==> src/rtl/axil_adder_pkg.sv <==
package axil_adder_pkg;

    localparam int SUM_SLOT = 2;
    localparam int OPA_SLOT = 0;
    localparam int OPB_SLOT = 1;

    localparam logic [1:0] RESP_OKAY = 2'b00;

    typedef enum logic [1:0] {
        WR_IDLE   = 2'd0,
        WR_COMMIT = 2'd1,
        WR_RESP   = 2'd2
    } wr_state_t;

    typedef enum logic [1:0] {
        RD_IDLE = 2'd0,
        RD_LOAD = 2'd1,
        RD_DATA = 2'd2
    } rd_state_t;

endpackage

==> src/rtl/axil_wr_ctrl.sv <==
module axil_wr_ctrl
    import axil_adder_pkg::*;
#(
    parameter int DATA_W = 32,
    parameter int ADDR_W = 4,
    parameter int SEL_W  = 2
) (
    input  logic                  clk,
    input  logic                  rst_n,
    input  logic [ADDR_W-1:0]     awaddr,
    input  logic                  awvalid,
    output logic                  awready,
    input  logic [DATA_W-1:0]     wdata,
    input  logic [DATA_W/8-1:0]   wstrb,
    input  logic                  wvalid,
    output logic                  wready,
    output logic [1:0]            bresp,
    output logic                  bvalid,
    input  logic                  bready,
    output logic                  wr_en,
    output logic [SEL_W-1:0]      wr_sel,
    output logic [DATA_W-1:0]     wr_data,
    output logic [DATA_W/8-1:0]   wr_strb
);

    localparam int LANE_BITS = ADDR_W - SEL_W;

    wr_state_t state_q, state_d;
    logic [ADDR_W-1:0]   addr_q;
    logic [DATA_W-1:0]   data_q;
    logic [DATA_W/8-1:0] strb_q;
    logic                take;

    assign take = (state_q == WR_IDLE) && awvalid && wvalid;

    always_ff @(posedge clk) begin
        if (!rst_n) begin
            state_q <= WR_IDLE;
        end else begin
            state_q <= state_d;
        end
    end

    always_comb begin
        state_d = state_q;
        unique case (state_q)
            WR_IDLE:   if (take) state_d = WR_COMMIT;
            WR_COMMIT: state_d = WR_RESP;
            WR_RESP:   if (bready) state_d = WR_IDLE;
            default:   state_d = WR_IDLE;
        endcase
    end

    always_comb begin
        awready = 1'b0;
        wready  = 1'b0;
        bvalid  = 1'b0;
        wr_en   = 1'b0;
        unique case (state_q)
            WR_IDLE: begin
                awready = awvalid && wvalid;
                wready  = awvalid && wvalid;
            end
            WR_COMMIT: wr_en  = 1'b1;
            WR_RESP:   bvalid = 1'b1;
            default: ;
        endcase
    end

    always_ff @(posedge clk) begin
        if (!rst_n) begin
            addr_q <= '0;
            data_q <= '0;
            strb_q <= '0;
        end else if (take) begin
            addr_q <= awaddr;
            data_q <= wdata;
            strb_q <= wstrb;
        end
    end

    assign bresp   = RESP_OKAY;
    assign wr_sel  = addr_q[ADDR_W-1:LANE_BITS];
    assign wr_data = data_q;
    assign wr_strb = strb_q;

    a_r9_bvalid_hold: assert property (@(posedge clk) disable iff (!rst_n)
        (bvalid && !bready) |=> bvalid);

    a_r9_okay_resp: assert property (@(posedge clk) disable iff (!rst_n)
        bvalid |-> (bresp == 2'b00));

    a_r8_needs_both: assert property (@(posedge clk) disable iff (!rst_n)
        (awvalid != wvalid) |-> (!awready && !wready));

    a_r11_aw_blocked: assert property (@(posedge clk) disable iff (!rst_n)
        bvalid |-> (!awready && !wready));

    a_r11_single_commit: assert property (@(posedge clk) disable iff (!rst_n)
        wr_en |=> !wr_en);

endmodule

==> src/rtl/axil_rd_ctrl.sv <==
module axil_rd_ctrl
    import axil_adder_pkg::*;
#(
    parameter int DATA_W = 32,
    parameter int ADDR_W = 4,
    parameter int SEL_W  = 2
) (
    input  logic              clk,
    input  logic              rst_n,
    input  logic [ADDR_W-1:0] araddr,
    input  logic              arvalid,
    output logic              arready,
    output logic [DATA_W-1:0] rdata,
    output logic [1:0]        rresp,
    output logic              rvalid,
    input  logic              rready,
    output logic [SEL_W-1:0]  rd_sel,
    input  logic [DATA_W-1:0] rd_word
);

    localparam int LANE_BITS = ADDR_W - SEL_W;

    rd_state_t state_q, state_d;
    logic [ADDR_W-1:0] addr_q;
    logic [DATA_W-1:0] data_q;

    always_ff @(posedge clk) begin
        if (!rst_n) begin
            state_q <= RD_IDLE;
        end else begin
            state_q <= state_d;
        end
    end

    always_comb begin
        state_d = state_q;
        unique case (state_q)
            RD_IDLE: if (arvalid) state_d = RD_LOAD;
            RD_LOAD: state_d = RD_DATA;
            RD_DATA: if (rready) state_d = RD_IDLE;
            default: state_d = RD_IDLE;
        endcase
    end

    always_comb begin
        arready = 1'b0;
        rvalid  = 1'b0;
        unique case (state_q)
            RD_IDLE: arready = 1'b1;
            RD_LOAD: ;
            RD_DATA: rvalid = 1'b1;
            default: ;
        endcase
    end

    always_ff @(posedge clk) begin
        if (!rst_n) begin
            addr_q <= '0;
            data_q <= '0;
        end else begin
            if (state_q == RD_IDLE && arvalid) addr_q <= araddr;
            if (state_q == RD_LOAD) data_q <= rd_word;
        end
    end

    assign rd_sel = addr_q[ADDR_W-1:LANE_BITS];
    assign rdata  = data_q;
    assign rresp  = RESP_OKAY;

    a_r10_rvalid_hold: assert property (@(posedge clk) disable iff (!rst_n)
        (rvalid && !rready) |=> (rvalid && $stable(rdata)));

    a_r10_okay_resp: assert property (@(posedge clk) disable iff (!rst_n)
        rvalid |-> (rresp == 2'b00));

    a_r11_ar_blocked: assert property (@(posedge clk) disable iff (!rst_n)
        rvalid |-> !arready);

endmodule

==> src/rtl/axil_add_regs.sv <==
module axil_add_regs
    import axil_adder_pkg::*;
#(
    parameter int DATA_W  = 32,
    parameter int N_SLOTS = 4,
    parameter int SEL_W   = 2
) (
    input  logic                clk,
    input  logic                rst_n,
    input  logic                wr_en,
    input  logic [SEL_W-1:0]    wr_sel,
    input  logic [DATA_W-1:0]   wr_data,
    input  logic [DATA_W/8-1:0] wr_strb,
    input  logic [SEL_W-1:0]    rd_sel,
    output logic [DATA_W-1:0]   rd_word
);

    localparam int LANES = DATA_W / 8;
    localparam logic [SEL_W-1:0] SUM_IDX = SEL_W'(SUM_SLOT);

    logic [N_SLOTS-1:0][DATA_W-1:0] slot_w;
    logic [DATA_W-1:0]              sum_w;

    for (genvar s = 0; s < N_SLOTS; s++) begin : g_slot
        if (s == SUM_SLOT) begin : g_computed
            assign slot_w[s] = '0;
        end else begin : g_stored
            logic [DATA_W-1:0] q;
            always_ff @(posedge clk) begin
                if (!rst_n) begin
                    q <= '0;
                end else if (wr_en && (wr_sel == SEL_W'(s))) begin
                    for (int b = 0; b < LANES; b++) begin
                        if (wr_strb[b]) q[8*b +: 8] <= wr_data[8*b +: 8];
                    end
                end
            end
            assign slot_w[s] = q;
        end
    end

    assign sum_w = slot_w[OPA_SLOT] + slot_w[OPB_SLOT];

    always_comb begin
        if (rd_sel == SUM_IDX) begin
            rd_word = sum_w;
        end else begin
            rd_word = slot_w[rd_sel];
        end
    end

    a_r4_sum_slot_inert: assert property (@(posedge clk) disable iff (!rst_n)
        (wr_en && wr_sel == SUM_IDX) |=> $stable(slot_w));

    a_r6_no_lanes_no_change: assert property (@(posedge clk) disable iff (!rst_n)
        (wr_en && wr_strb == '0) |=> $stable(slot_w));

    a_r5_scratch_isolated: assert property (@(posedge clk) disable iff (!rst_n)
        (wr_en && wr_sel == SEL_W'(N_SLOTS-1)) |=> $stable(sum_w));

    a_r2_idle_keeps: assert property (@(posedge clk) disable iff (!rst_n)
        !wr_en |=> $stable(slot_w));

endmodule

==> src/rtl/axil_adder.sv <==
module axil_adder
    import axil_adder_pkg::*;
#(
    parameter int DATA_W  = 32,
    parameter int N_SLOTS = 4,
    parameter int ADDR_W  = $clog2(N_SLOTS) + $clog2(DATA_W / 8)
) (
    input  logic                aclk,
    input  logic                aresetn,
    input  logic [ADDR_W-1:0]   awaddr,
    input  logic                awvalid,
    output logic                awready,
    input  logic [DATA_W-1:0]   wdata,
    input  logic [DATA_W/8-1:0] wstrb,
    input  logic                wvalid,
    output logic                wready,
    output logic [1:0]          bresp,
    output logic                bvalid,
    input  logic                bready,
    input  logic [ADDR_W-1:0]   araddr,
    input  logic                arvalid,
    output logic                arready,
    output logic [DATA_W-1:0]   rdata,
    output logic [1:0]          rresp,
    output logic                rvalid,
    input  logic                rready
);

    localparam int SEL_W = $clog2(N_SLOTS);

    logic                wr_en;
    logic [SEL_W-1:0]    wr_sel;
    logic [DATA_W-1:0]   wr_data;
    logic [DATA_W/8-1:0] wr_strb;
    logic [SEL_W-1:0]    rd_sel;
    logic [DATA_W-1:0]   rd_word;

    axil_wr_ctrl #(.DATA_W(DATA_W), .ADDR_W(ADDR_W), .SEL_W(SEL_W)) u_wr (
        .clk(aclk), .rst_n(aresetn),
        .awaddr(awaddr), .awvalid(awvalid), .awready(awready),
        .wdata(wdata), .wstrb(wstrb), .wvalid(wvalid), .wready(wready),
        .bresp(bresp), .bvalid(bvalid), .bready(bready),
        .wr_en(wr_en), .wr_sel(wr_sel), .wr_data(wr_data), .wr_strb(wr_strb)
    );

    axil_rd_ctrl #(.DATA_W(DATA_W), .ADDR_W(ADDR_W), .SEL_W(SEL_W)) u_rd (
        .clk(aclk), .rst_n(aresetn),
        .araddr(araddr), .arvalid(arvalid), .arready(arready),
        .rdata(rdata), .rresp(rresp), .rvalid(rvalid), .rready(rready),
        .rd_sel(rd_sel), .rd_word(rd_word)
    );

    axil_add_regs #(.DATA_W(DATA_W), .N_SLOTS(N_SLOTS), .SEL_W(SEL_W)) u_regs (
        .clk(aclk), .rst_n(aresetn),
        .wr_en(wr_en), .wr_sel(wr_sel), .wr_data(wr_data), .wr_strb(wr_strb),
        .rd_sel(rd_sel), .rd_word(rd_word)
    );

    a_r1_quiet_after_reset: assert property (@(posedge aclk)
        !aresetn |=> (!bvalid && !rvalid));

endmodule

==> config.mk <==
export PLATFORM = sky130hd
export DESIGN_NAME = axil_adder
export DESIGN_NICKNAME = d
export VERILOG_FILES = /design/src/rtl/axil_adder_pkg.sv /design/src/rtl/axil_wr_ctrl.sv /design/src/rtl/axil_rd_ctrl.sv /design/src/rtl/axil_add_regs.sv /design/src/rtl/axil_adder.sv
export SDC_FILE = /design/constraint.sdc
export NUM_CORES = 1
export LEC_CHECK = 0
export BUFFER_PORTS_ARGS = -buffer_cell sky130_fd_sc_hd__buf_2
export CAP_MARGIN = 15
export CELL_PAD_IN_SITES_DETAIL_PLACEMENT = 1
export CELL_PAD_IN_SITES_GLOBAL_PLACEMENT = 2
export CORE_ASPECT_RATIO = 1.2
export CORE_MARGIN = 10
export CORE_UTILIZATION = 30
export CTS_CLUSTER_DIAMETER = 30
export DETAILED_ROUTE_END_ITERATION = 8
export PLACE_DENSITY_LB_ADDON = 0.1
export SLEW_MARGIN = 20
export SYNTH_ARGS = -nofsm -noshare
export SYNTH_HDL_FRONTEND = slang
export SYNTH_SLANG_ARGS = --single-unit
==> constraint.sdc <==
create_clock -name aclk -period 3.7 [get_ports aclk]
set_clock_uncertainty 0.15 [all_clocks]
set_input_delay 1.11 -clock aclk [delete_from_list [all_inputs] [get_ports aclk]]
set_output_delay 1.11 -clock aclk [all_outputs]
set_load 0.02 [all_outputs]
# --- Word-level counts from Yosys, hierarchy flattened ---
# Cells that the tools add are included.
word_totals:
  register_bits: 176
  latch_bits: 0
  ram_bits: 0
  rom_bits: 0
  inputBits: 51
  out_inout_bits: 41
  word_cells: 70
  mem_count: 0
op_classes:
  add_sub_neg: 1
  multipliers: 0
  div_mod_pow: 0
  magnitude_cmp: 1
  eq_ne: 11
  n_shift: 0
  n_mux: 14
  bitwise: 0
  reduce_logical: 24
ops:
  columns: ["op", "n"]
  rows:
  - ["32-bit binary-select mux with 2-bit select", 1]
  - ["32-bit two-way mux", 2]
  - ["32-bit adder", 1]
  - ["2-bit AND reduction", 14]
  - ["2-bit case mux with 3 select lines", 2]
  - ["2-bit equality test (second input constant)", 4]
  - ["2-bit two-way mux", 4]
  - ["1-bit logical AND", 7]
  - ["2-bit by 1-bit equality test with 1-bit output (second input constant)", 3]
  - ["2-bit zero test", 3]
  - ["2-bit != test (second input constant)", 3]
  - ["1-bit two-way mux", 5]
  - ["2-bit by 3-bit < comparator with 1-bit output (second input constant)", 1]
  - ["2-bit by 1-bit != test with 1-bit output (second input constant)", 1]

# --- Longest topological paths before layout ---
# Gate-level depths: netlist (run 1).
logic_depth:
  word_depth: 5
  ltp_mapped: 11
  depth_no_buf: 11

# --- Modules after synthesis ---
# From an unflattened synthesis (run 1), not the netlist that was laid out.
hier_totals:
  hier_cells: 1039
  hier_area_um2: 9088.7
by_module_without_submodules:
  columns: ["module", "instances", "cells_each", "area_per_inst_um2", "seq_area_each_um2"]
  rows:
  - ["axil_add_regs", 1, 701, 6024.5, 1921.8]
  - ["axil_wr_ctrl", 1, 178, 1662.8, 800.8]
  - ["axil_rd_ctrl", 1, 160, 1401.3, 720.7]

# --- Least setup slack after synthesis (run 1) ---
# Ideal clock, no wire load.
synth_timing:
  path_kind: "input -> output"
  startpoint: "input wvalid"
  endpoint: "output wready"
  t_arrival_ns: 1.938
  required_time_ns: 2.440
  slack_ns: 0.502
  cell_stages: 4
  n_path_buf: 2
  cell_sequence: "nand3_1 > inv_1 > clkbuf_1 > buf_4"
synth_via:
  elab_chain_cells: 2
synth_rtl:
  columns: ["item", "line", "text"]
  rows:
  - ["start: declaration", "axil_adder.sv:15", "input logic wvalid,"]
  - ["1-bit logical AND", null, null]
  - ["1-bit two-way mux", null, null]
  - ["end: declaration", "axil_adder.sv:16", "output logic wready,"]
# Every way passes these cells.

# --- Worst setup path in the final report (run 1) ---
layout_timing:
  startpoint: "input wvalid"
  endpoint: "output wready"
layout_via:
  elab_chain_cells: 2
layout_rtl:
  columns: ["item", "line", "text"]
  rows:
  - ["1-bit logical AND", "axil_wr_ctrl.sv:62", "wready = awvalid && wvalid;"]
  - ["1-bit two-way mux", "axil_wr_ctrl.sv:59", "unique case (state_q)"]
# Every way passes these cells.

==> results.yml, run 1 <==
logic_synthesis:
  synthArstFlopShare_pct: 0
  synth_commonest_cells: "nand2_1 (234), dfxtp_1 (172), a21boi_0 (149)"
  yosysWarnings: 0
  synth_most_common_cell: "nand2_1"
  seq_area_frac_synth_pct: 38.8
  synth_edf_count: 0
  synth_top_cell_area_share_pct: 38.8
  syn_area_mm2: 0.00888
  synthCells: 1072
  synthTopCellsByArea: "dfxtp_1 (39%), a21boi_0 (13%), nand2_1 (9.9%)"
  ys_types: 52
  synth_area_leader_cell: "dfxtp_1"
  synth_area_per_cell_um2: 8.29
  ys.flop_type: "dfxtp_1"
  synth-seq-cells: 172
pwr:
  intPower_mw: 3.13
  p_leak_nw: 3.95
  worst_ir_drop_vdd_mv: 0.186
  comb_power_share_pct: 6.5
  p_seq_share_pct: 47.2
  p_per_area_mw_per_mm2: 400
  switching_share_pct: 24.1
  clkPwrFrac_pct: 46.2
  power.switching_mw: 0.992
clocking:
  htree_levels: 4
  numCtsBuffers: 17
  cts_sinks: 172
  clk_pin_slew_ps: 60
  root_buffer: "clkbuf_16"
  post_cts.repair.setup_buffers: 0
  cts_hold_buf: 0
  clk_latency_ps: 430
  cts_buffer_depth: 2
  cts_tree: "built"
  cts_resized: 0
timing:
  timing.final.hold_violations: 0
  hold_ws_ps: 302
  maxSlewViolCount: 0
  tns_ps: 0
  rsz0062_at_grt: "no"
  fmax_mhz: 327
  setup_violations: 0
  setup_ws_ps: 639
  slew_headroom_pct: 28.8
  final.min_clock_period_ps: 3060
  tightest_slew_ps: 1070
  fin_crit_sh_pct: 82.7
routing:
  ant_nets: 0
  initialDrtViolationCount: 374
  wirelength_mm: 28.2
  avgRoutedWirePerCell_um: 18.6
  vias_per_cell: 5.00
  dr.pass1.iters: 4
  vias: 7596
  drcViolationCount: 0
place:
  detailedPlace.worstSlack_ps: 594
  place_congestion: 0.772
  portBuffers: 83
  dp_hpwl_mm: 20.5
global_routing:
  grt_pass1_vias: 7925
  antenna_found_initial: 0
  grt_pass1_wl_mm: 45.3
  grt.total_usage_pct: 15.5
  grt_max_degree: 135
  grt-ovfl-total: 0
critical_path:
  cp.required_ps: 2440
  endpoint_kind: "output pin"
  critPathArrivalTime_ps: 1800
  cp-start-kind: "input pin"
  crit_type: "input pin to output pin"
  critPathMaxFanout: 11
floorplanning:
  dieArea_mm2: 0.0369
  core.rowCount: 68
  die_w_um: 177
  die_h_um: 208
  io_pins: 92
  coreArea_mm2: 0.0290
  initial_core_util_pct: 30.6
hold_path:
  hp-class: "flop to flop"
final_layout:
  nets: 1206
  post-route-util_pct: 35.5
  drive_above_1_share_pct: 14.9
  areaGrowthSynthToFinish_pct: 16.0
  antenna_cells: 0
run:
  maxCapViolCount: 0
status:
  outcome: "completed"
==> through the flow <==
stage	instances	area, µm²	power [mW]
global placement	1489	9690	2.26
global route	1520	10300	4.31
detailed placement	1489	9690	2.27
CTS	1520	10300	4.20
floorplan	1075	8890	2.14
finish	1520	10300	4.12
==> logic make-up (layout without fill, tap and decap cells) <==
group                    count (synthesis)  after routing  synth area share (%)
buffers and inverters                   89            149                  4.09
adder cells (fa/ha/maj)                 32             32                  4.59
other                                    1              4                0.0422
XOR/XNOR                                28             28                  2.76
AND/OR/NAND/NOR                        416            416                  20.5
flip-flops                             172            172                  38.8
AO/OA/AOI/OAI                          305            305                  23.9
multiplexers                            29             29                  5.40
==> critical path, cell delays in order <==
cell and delay (ps):
buf_2 70, nand3_1 100, inv_1 280, buf_2 240
==> power by group through the flow <==
stage | clock [mW] | combinational, mW | sequential [mW]
detailed placement | 0 | 0.277 | 1.99
CTS | 1.98 | 0.278 | 1.95
global placement | 0 | 0.275 | 1.99
finish | 1.91 | 0.269 | 1.95
floorplan | 0 | 0.174 | 1.96
global route | 2.06 | 0.302 | 1.95
==> per-layer routing <==
metal	vias up	part of all wire, %	track usage, %
met5	-	0	0
met1	3617	53	22.5
met4	0	0.80	3.39
li1	3852	-	-
met3	12	4.2	3.26
met2	115	42	22.8
==> placed cells by master, fill, tap and decap left out, types with 11 or more instances in the layout <==
master     synthesis  routed
buf_4              5      23
ha_1              31      31
dfxtp_1          172     170
o211ai_1          11      11
o21ai_0           36      36
a21boi_0         149     149
nor2_1            25      24
clkbuf_16          0      17
xor2_1            11      11
inv_1             11      11
nand2_1          234     234
a21oi_1           51      51
mux2i_1           13      13
buf_2              2      82
nand3_1          119     119
xnor2_1           17      17
mux4_2            15      15
nor2b_1           12      11
a21o_1            16      16
==> layout make-up <==
cell class                 instances  area (µm²)
fill                            3485       18700
inverter                          11        41.3
multi-input combinational        814        5100
tap                              385         482
timing repair buffer             107         623
sequential                       172        3450
clock buffer                      19         443
clock inverter                    12         171
==> path summary, 6_finish.rpt <==
kind	start	end	slack (ps)	depth (start not counted)
hold reg to reg	u_rd.rdata[12]	u_rd.rdata[12]	300	2
setup / recovery	wvalid	wready	640	4
setup reg to reg	u_regs.g_slot[1].g_stored.q[0]	u_rd.rdata[30]	710	12
hold / removal	u_rd.rdata[12]	u_rd.rdata[12]	300	2
==> state kept, by name, indices dropped and copies added, names as in the netlist <==
register	count
u_wr.state_q	2
u_wr.wr_strb	4
u_rd.addr_q	2
u_rd.state_q	2
u_regs.g_slot.g_stored.q	96
u_wr.addr_q	2
u_wr.wr_data	32
u_rd.rdata	32
No activity file was read; power rests on OpenSTA's default activity.
==> inputs of run 2 (changes only) <==
--- a/config.mk
+++ b/config.mk
@@ -5,6 +5,7 @@
 export SDC_FILE = /design/constraint.sdc
 export NUM_CORES = 1
 export LEC_CHECK = 0
+export ABC_AREA = 1
 export BUFFER_PORTS_ARGS = -buffer_cell sky130_fd_sc_hd__buf_2
 export CAP_MARGIN = 15
 export CELL_PAD_IN_SITES_DETAIL_PLACEMENT = 1
==> constraint.sdc (replaced) <==
create_clock -name aclk -period 2.9 [get_ports aclk]
set_clock_uncertainty 0.15 [all_clocks]
set_input_delay 0.87 -clock aclk [delete_from_list [all_inputs] [get_ports aclk]]
set_output_delay 0.87 -clock aclk [all_outputs]
set_load 0.02 [all_outputs]
==> results.yml, run 2 <==
final_layout:
  antenna_cells: 0
  nets: 1504
  final_cell_area_mm2: 0.0106
  multiInputGateArea_mm2: 0.00494
  areaGrowthSynthToFinish_pct: 14.0
  drive_above_1_share_pct: 13.6
  layout_commonest_cell: "nand2_1"
  largest_reg_flops: 96
  register_area_mm2: 0.00344
  fin_cells: 1829
  fillerInstances: 3922
  layout_common_cells: "nand2_1 (310), dfxtp_1 (172), inv_1 (154)"
  regMostFlops: "u_regs.g_slot.g_stored.q"
floorplanning:
  core.rowCount: 70
  initial_core_util_pct: 30.5
  die_h_um: 213
  io_pins: 92
  die_w_um: 181
  dieArea_mm2: 0.0386
  coreArea_mm2: 0.0306
pwr:
  finalPower_mw: 5.25
  p_per_area_mw_per_mm2: 494
  worst_ir_drop_vdd_mv: 0.289
  p_leak_nw: 4.71
timing:
  maxSlewViolCount: 0
  setup_violations: 0
  tns_ps: 0
  tightest_slew_ps: 921
  slew_headroom_pct: 38.5
  fmax_mhz: 418
  fin_crit_sh_pct: 82.5
  final.min_clock_period_ps: 2390
  hold_ws_ps: 319
  rsz0062_at_grt: "no"
  timing.final.hold_violations: 0
critical_path:
  endpoint_kind: "output pin"
  cp-start-kind: "input pin"
  critPathMaxFanout: 3
  critPathArrivalTime_ps: 1370
  worst_path_largest_cell_delay_ps: 170
  r2r_start: "u_regs.g_slot[1].g_stored.q[0]"
  cp.depth: 4
  crit_type: "input pin to output pin"
  crit_path_end: "awready"
  reg2reg_depth: 9
  startpoint: "wvalid"
  r2r_end: "u_rd.rdata[16]"
  cp.required_ps: 1880
  cp_num_buf_inv: 3
  r2r_slack_ps: 530
  crit_top_cell: "buf_2"
  crit_chain: "buf_2 > nand4_1 > inv_1 > buf_2"
  crit_path_top_delay_cell: "buf_2"
  path_delay_family: "buffers and inverters"
routing:
  dr.pass1.iters: 5
  wirelength_mm: 32.3
  drcViolationCount: 0
  vias: 8905
  initialDrtViolationCount: 503
  avgRoutedWirePerCell_um: 17.6
  ant_nets: 0
  vias_per_cell: 4.87
logic_synthesis:
  synthCells: 1367
  synth_most_common_cell: "nand2_1"
  syn_area_mm2: 0.00933
  seq_area_frac_synth_pct: 36.9
  synth_commonest_cells: "nand2_1 (310), dfxtp_1 (172), inv_1 (154)"
  synthTopCellsByArea: "dfxtp_1 (37%), nand2_1 (12%), o21ai_0 (7.8%)"
  ys.flop_type: "dfxtp_1"
  synth_top_cell_area_share_pct: 36.9
  ys_types: 36
  synth-seq-cells: 172
  synth_area_leader_cell: "dfxtp_1"
  synthArstFlopShare_pct: 0
  synth_area_per_cell_um2: 6.83
  yosysWarnings: 0
  synth_edf_count: 0
run:
  maxCapViolCount: 0
place:
  place_inst: 1798
  place_congestion: 0.779
  dp_hpwl_mm: 24.7
  portBuffers: 83
  dpl_cell_area_mm2: 0.0101
hold_path:
  hp-class: "flop to flop"
clocking:
  cts_hold_buf: 0
  cts_tree: "built"
  clk_pin_slew_ps: 60
  root_buffer: "clkbuf_16"
  post_cts.repair.setup_buffers: 0
  cts_sinks: 172
  cts_resized: 0
  clk_latency_ps: 430
  cts_buffer_depth: 2
  numCtsBuffers: 17
  htree_levels: 4
global_routing:
  grt_pass1_vias: 8972
  grt-ovfl-total: 0
  grt_pass1_wl_mm: 51.4
  antenna_found_initial: 0
  grt_max_degree: 110
  grt.total_usage_pct: 16.7
status:
  outcome: "completed"
-- run 2: area by class of cell --
class,instances,share of cell area [%]
clock inverters,11,1.04
inverters,164,5.81
repair buffers,102,5.48
flip-flops and latches,172,32.4
well taps,396,4.66
multi-input cells,964,46.4
clock buffers,20,4.20
-- run 2: worst min path at each step --
stage	endpoint	slack, ps	start	depth (start not counted)
after floorplan	u_regs.g_slot[3].g_stored.q[2]	270	u_regs.g_slot[3].g_stored.q[2]	2
after global placement	u_regs.g_slot[0].g_stored.q[0]	310	u_regs.g_slot[0].g_stored.q[0]	2
after detailed placement	u_regs.g_slot[0].g_stored.q[0]	310	u_regs.g_slot[0].g_stored.q[0]	2
after CTS	u_regs.g_slot[0].g_stored.q[0]	320	u_regs.g_slot[0].g_stored.q[0]	2
after global routing	u_regs.g_slot[0].g_stored.q[0]	350	u_regs.g_slot[0].g_stored.q[0]	2
final	u_regs.g_slot[0].g_stored.q[0]	320	u_regs.g_slot[0].g_stored.q[0]	2
-- run 2: stage by stage --
| stage | util [%] | worst slack [ps] |
|---|---|---|
| floorplan | - | 116 |
| global placement | 33.0 | 462 |
| detailed placement | 33.0 | 462 |
| CTS | 34.8 | 458 |
| global route | 34.8 | 343 |
| finish | 34.8 | 506 |
-- run 2: tightest hold or removal path, stage by stage (launching register included) --
cell and delay, ps:
dfxtp_1 320, inv_1 50, a21oi_1 50
-- run 2: cells by family after synthesis --
kind of cell | share of synthesized area, %
simple gates | 27.2
compound gates | 20.0
buf+inv | 10.3
flops | 36.9
fa+ha+maj | 4.37
xor+xnor | 1.13
other cells | 0.0402
-- run 2: layer usage --
layer	GRT usage, %	share of wire, %	wire, µm	vias up
li1	-	-	-	4588
met1	25.0	54	17500	4193
met2	24.6	42	13600	113
met3	2.46	2.8	906	11
met4	3.20	0.69	221	0
met5	0	0	0	-
-- run 2: power by group --
part	internal, mW	total [mW]	switching (mW)
clock	1.22	2.24	1.02
sequential	2.44	2.52	0.0742
combinational	0.149	0.498	0.349
total	3.81	5.25	1.44
==> inputs of run 3 (changes only) <==
--- a/config.mk
+++ b/config.mk
@@ -5,7 +5,7 @@
 export SDC_FILE = /design/constraint.sdc
 export NUM_CORES = 1
 export LEC_CHECK = 0
-export ABC_AREA = 1
+export ABC_AREA = 0
 export BUFFER_PORTS_ARGS = -buffer_cell sky130_fd_sc_hd__buf_2
 export CAP_MARGIN = 15
 export CELL_PAD_IN_SITES_DETAIL_PLACEMENT = 1
==> constraint.sdc (replaced) <==
create_clock -name aclk -period 2.06 [get_ports aclk]
set_clock_uncertainty 0.15 [all_clocks]
set_input_delay 0.618 -clock aclk [delete_from_list [all_inputs] [get_ports aclk]]
set_output_delay 0.618 -clock aclk [all_outputs]
set_load 0.02 [all_outputs]
==> results.yml, run 3 (synthesis gave the netlist of run 1 again) <==
timing:
  tightest_slew_ps: 702
  hold_ws_ps: 266
  rsz0062_at_grt: "yes"
  fin_crit_sh_pct: 131
  fmax_mhz: 371
  maxSlewViolCount: 0
  final.min_clock_period_ps: 2690
  setup_ws_ps: -635
  setup_violations: 27
  slew_headroom_pct: 53.2
  timing.final.hold_violations: 0
critical_path:
  path_delay_family: "compound AO/OA/AOI/OAI gates"
  cp.required_ps: 2250
  critPathArrivalTime_ps: 2890
  cp-start-kind: "flop"
  crit_type: "flop to flop"
  endpoint_kind: "flop"
  worst_path_largest_cell_delay_ps: 450
  critPathMaxFanout: 6
  crit_path_top_delay_cell: "mux4_2"
  crit_chain: "ha_4 > fa_2 > a21oi_2 > o21ai_2 > a211oi_2 > buf_4 > buf_4 > o21ai_2 > xor2_1 > mux4_2 > nand2_1 > a21boi_1"
  cp_num_buf_inv: 2
routing:
  vias: 8250
  initialDrtViolationCount: 370
  vias_per_cell: 4.90
  avgRoutedWirePerCell_um: 18.2
  ant_nets: 0
  drcViolationCount: 0
  dr.pass1.iters: 4
  wirelength_mm: 30.6
final_layout:
  register_area_mm2: 0.00347
  largest_reg_flops: 96
  drive_above_1_share_pct: 31.8
  regMostFlops: "u_regs.g_slot.g_stored.q"
  antenna_cells: 0
  layout_common_cells: "nand2_1 (228), buf_4 (171), dfxtp_1 (150)"
  nets: 1368
  layout_commonest_cell: "nand2_1"
  fillerInstances: 3469
  post-route-util_pct: 41.8
  areaGrowthSynthToFinish_pct: 36.4
  multiInputGateArea_mm2: 0.00552
  fin_cells: 1682
floorplanning:
  die_w_um: 177
  io_pins: 92
  dieArea_mm2: 0.0369
  core.rowCount: 68
  initial_core_util_pct: 30.6
  die_h_um: 208
  coreArea_mm2: 0.0290
pwr:
  finalPower_mw: 7.60
  p_leak_nw: 4.84
  p_per_area_mw_per_mm2: 627
  worst_ir_drop_vdd_mv: 0.487
clocking:
  cts_tree: "built"
  numCtsBuffers: 17
  cts_sinks: 172
  cts_buffer_depth: 2
  clk_latency_ps: 440
  clk_pin_slew_ps: 70
  htree_levels: 4
  root_buffer: "clkbuf_16"
global_routing:
  grt.total_usage_pct: 16.6
  grt_pass1_vias: 8752
  grt_pass1_wl_mm: 49.3
  antenna_found_initial: 0
  grt-ovfl-total: 0
  grt_max_degree: 58
place:
  detailedPlace.worstSlack_ps: -660
  portBuffers: 83
  place_congestion: 0.779
  place_inst: 1635
  dp_hpwl_mm: 22.7
status:
  outcome: "finished with violations"
  failed_checks: "negative setup slack"
run:
  maxCapViolCount: 0
hold_path:
  hp-class: "input pin to flop"
-- run 3: area by class of cell --
type                       count  area share, %
multi-input combinational    814           45.6
inverter                      11          0.361
timing repair buffer         269           16.1
clock inverter                12           1.61
tap                          385           3.98
clock buffer                  19           3.66
sequential                   172           28.7
-- run 3: worst reg2reg max path: cells and delay by family, from the launching register on --
family                   cells  cell delay, ps
AO/OA/AOI/OAI                5             580
adder cells (fa/ha/maj)      2             530
multiplexers                 1             450
AND/OR/NAND/NOR              1              70
XOR/XNOR                     1             150
flip-flops                   1             340
buffers and inverters        2             340
-- run 3: stage by stage --
step,TNS (ps),area (µm²)
6_report,-12380,12100
5_1_grt,-15860,12100
4_1_cts,-12540,11900
3_5_place_dp,-13510,11000
3_3_place_gp,-12220,11000
2_1_floorplan,-6460,9040
-- run 3: final timing paths --
check                      to                      startpoint  cells after the start  slack, ps
max reg2reg    u_rd.rdata[12]  u_regs.g_slot[0].g_stored.q[0]                     12       -630
min          u_wr.wr_data[13]                       wdata[13]                      3        270
max            u_rd.rdata[12]  u_regs.g_slot[0].g_stored.q[0]                     12       -630
min reg2reg     u_rd.rdata[6]                   u_rd.rdata[6]                      2        300
-- run 3: power by group --
group | internal, mW | leakage [nW] | switching (mW)
Clock | 2.17 | 0.301 | 1.40
Combinational | 0.222 | 3.14 | 0.343
Sequential | 3.39 | 1.40 | 0.0796
Total | 5.78 | 4.84 | 1.82
-- run 3: metal layers --
layer | up-vias | wire length, µm | GRT usage [%]
met5 | - | 0 | 0
met4 | 0 | 317 | 4.08
met3 | 23 | 963 | 3.01
met2 | 104 | 13200 | 24.8
met1 | 3932 | 16100 | 24.0
li1 | 4191 | - | -
-- run 3: what timing repair did --
item,CTS,global route
gates cloned,0,0
pin swaps,54,36
hold buffers,0,0
endpoints found under the setup margin,31,33
setup buffers,13,5
resized for setup,47,43
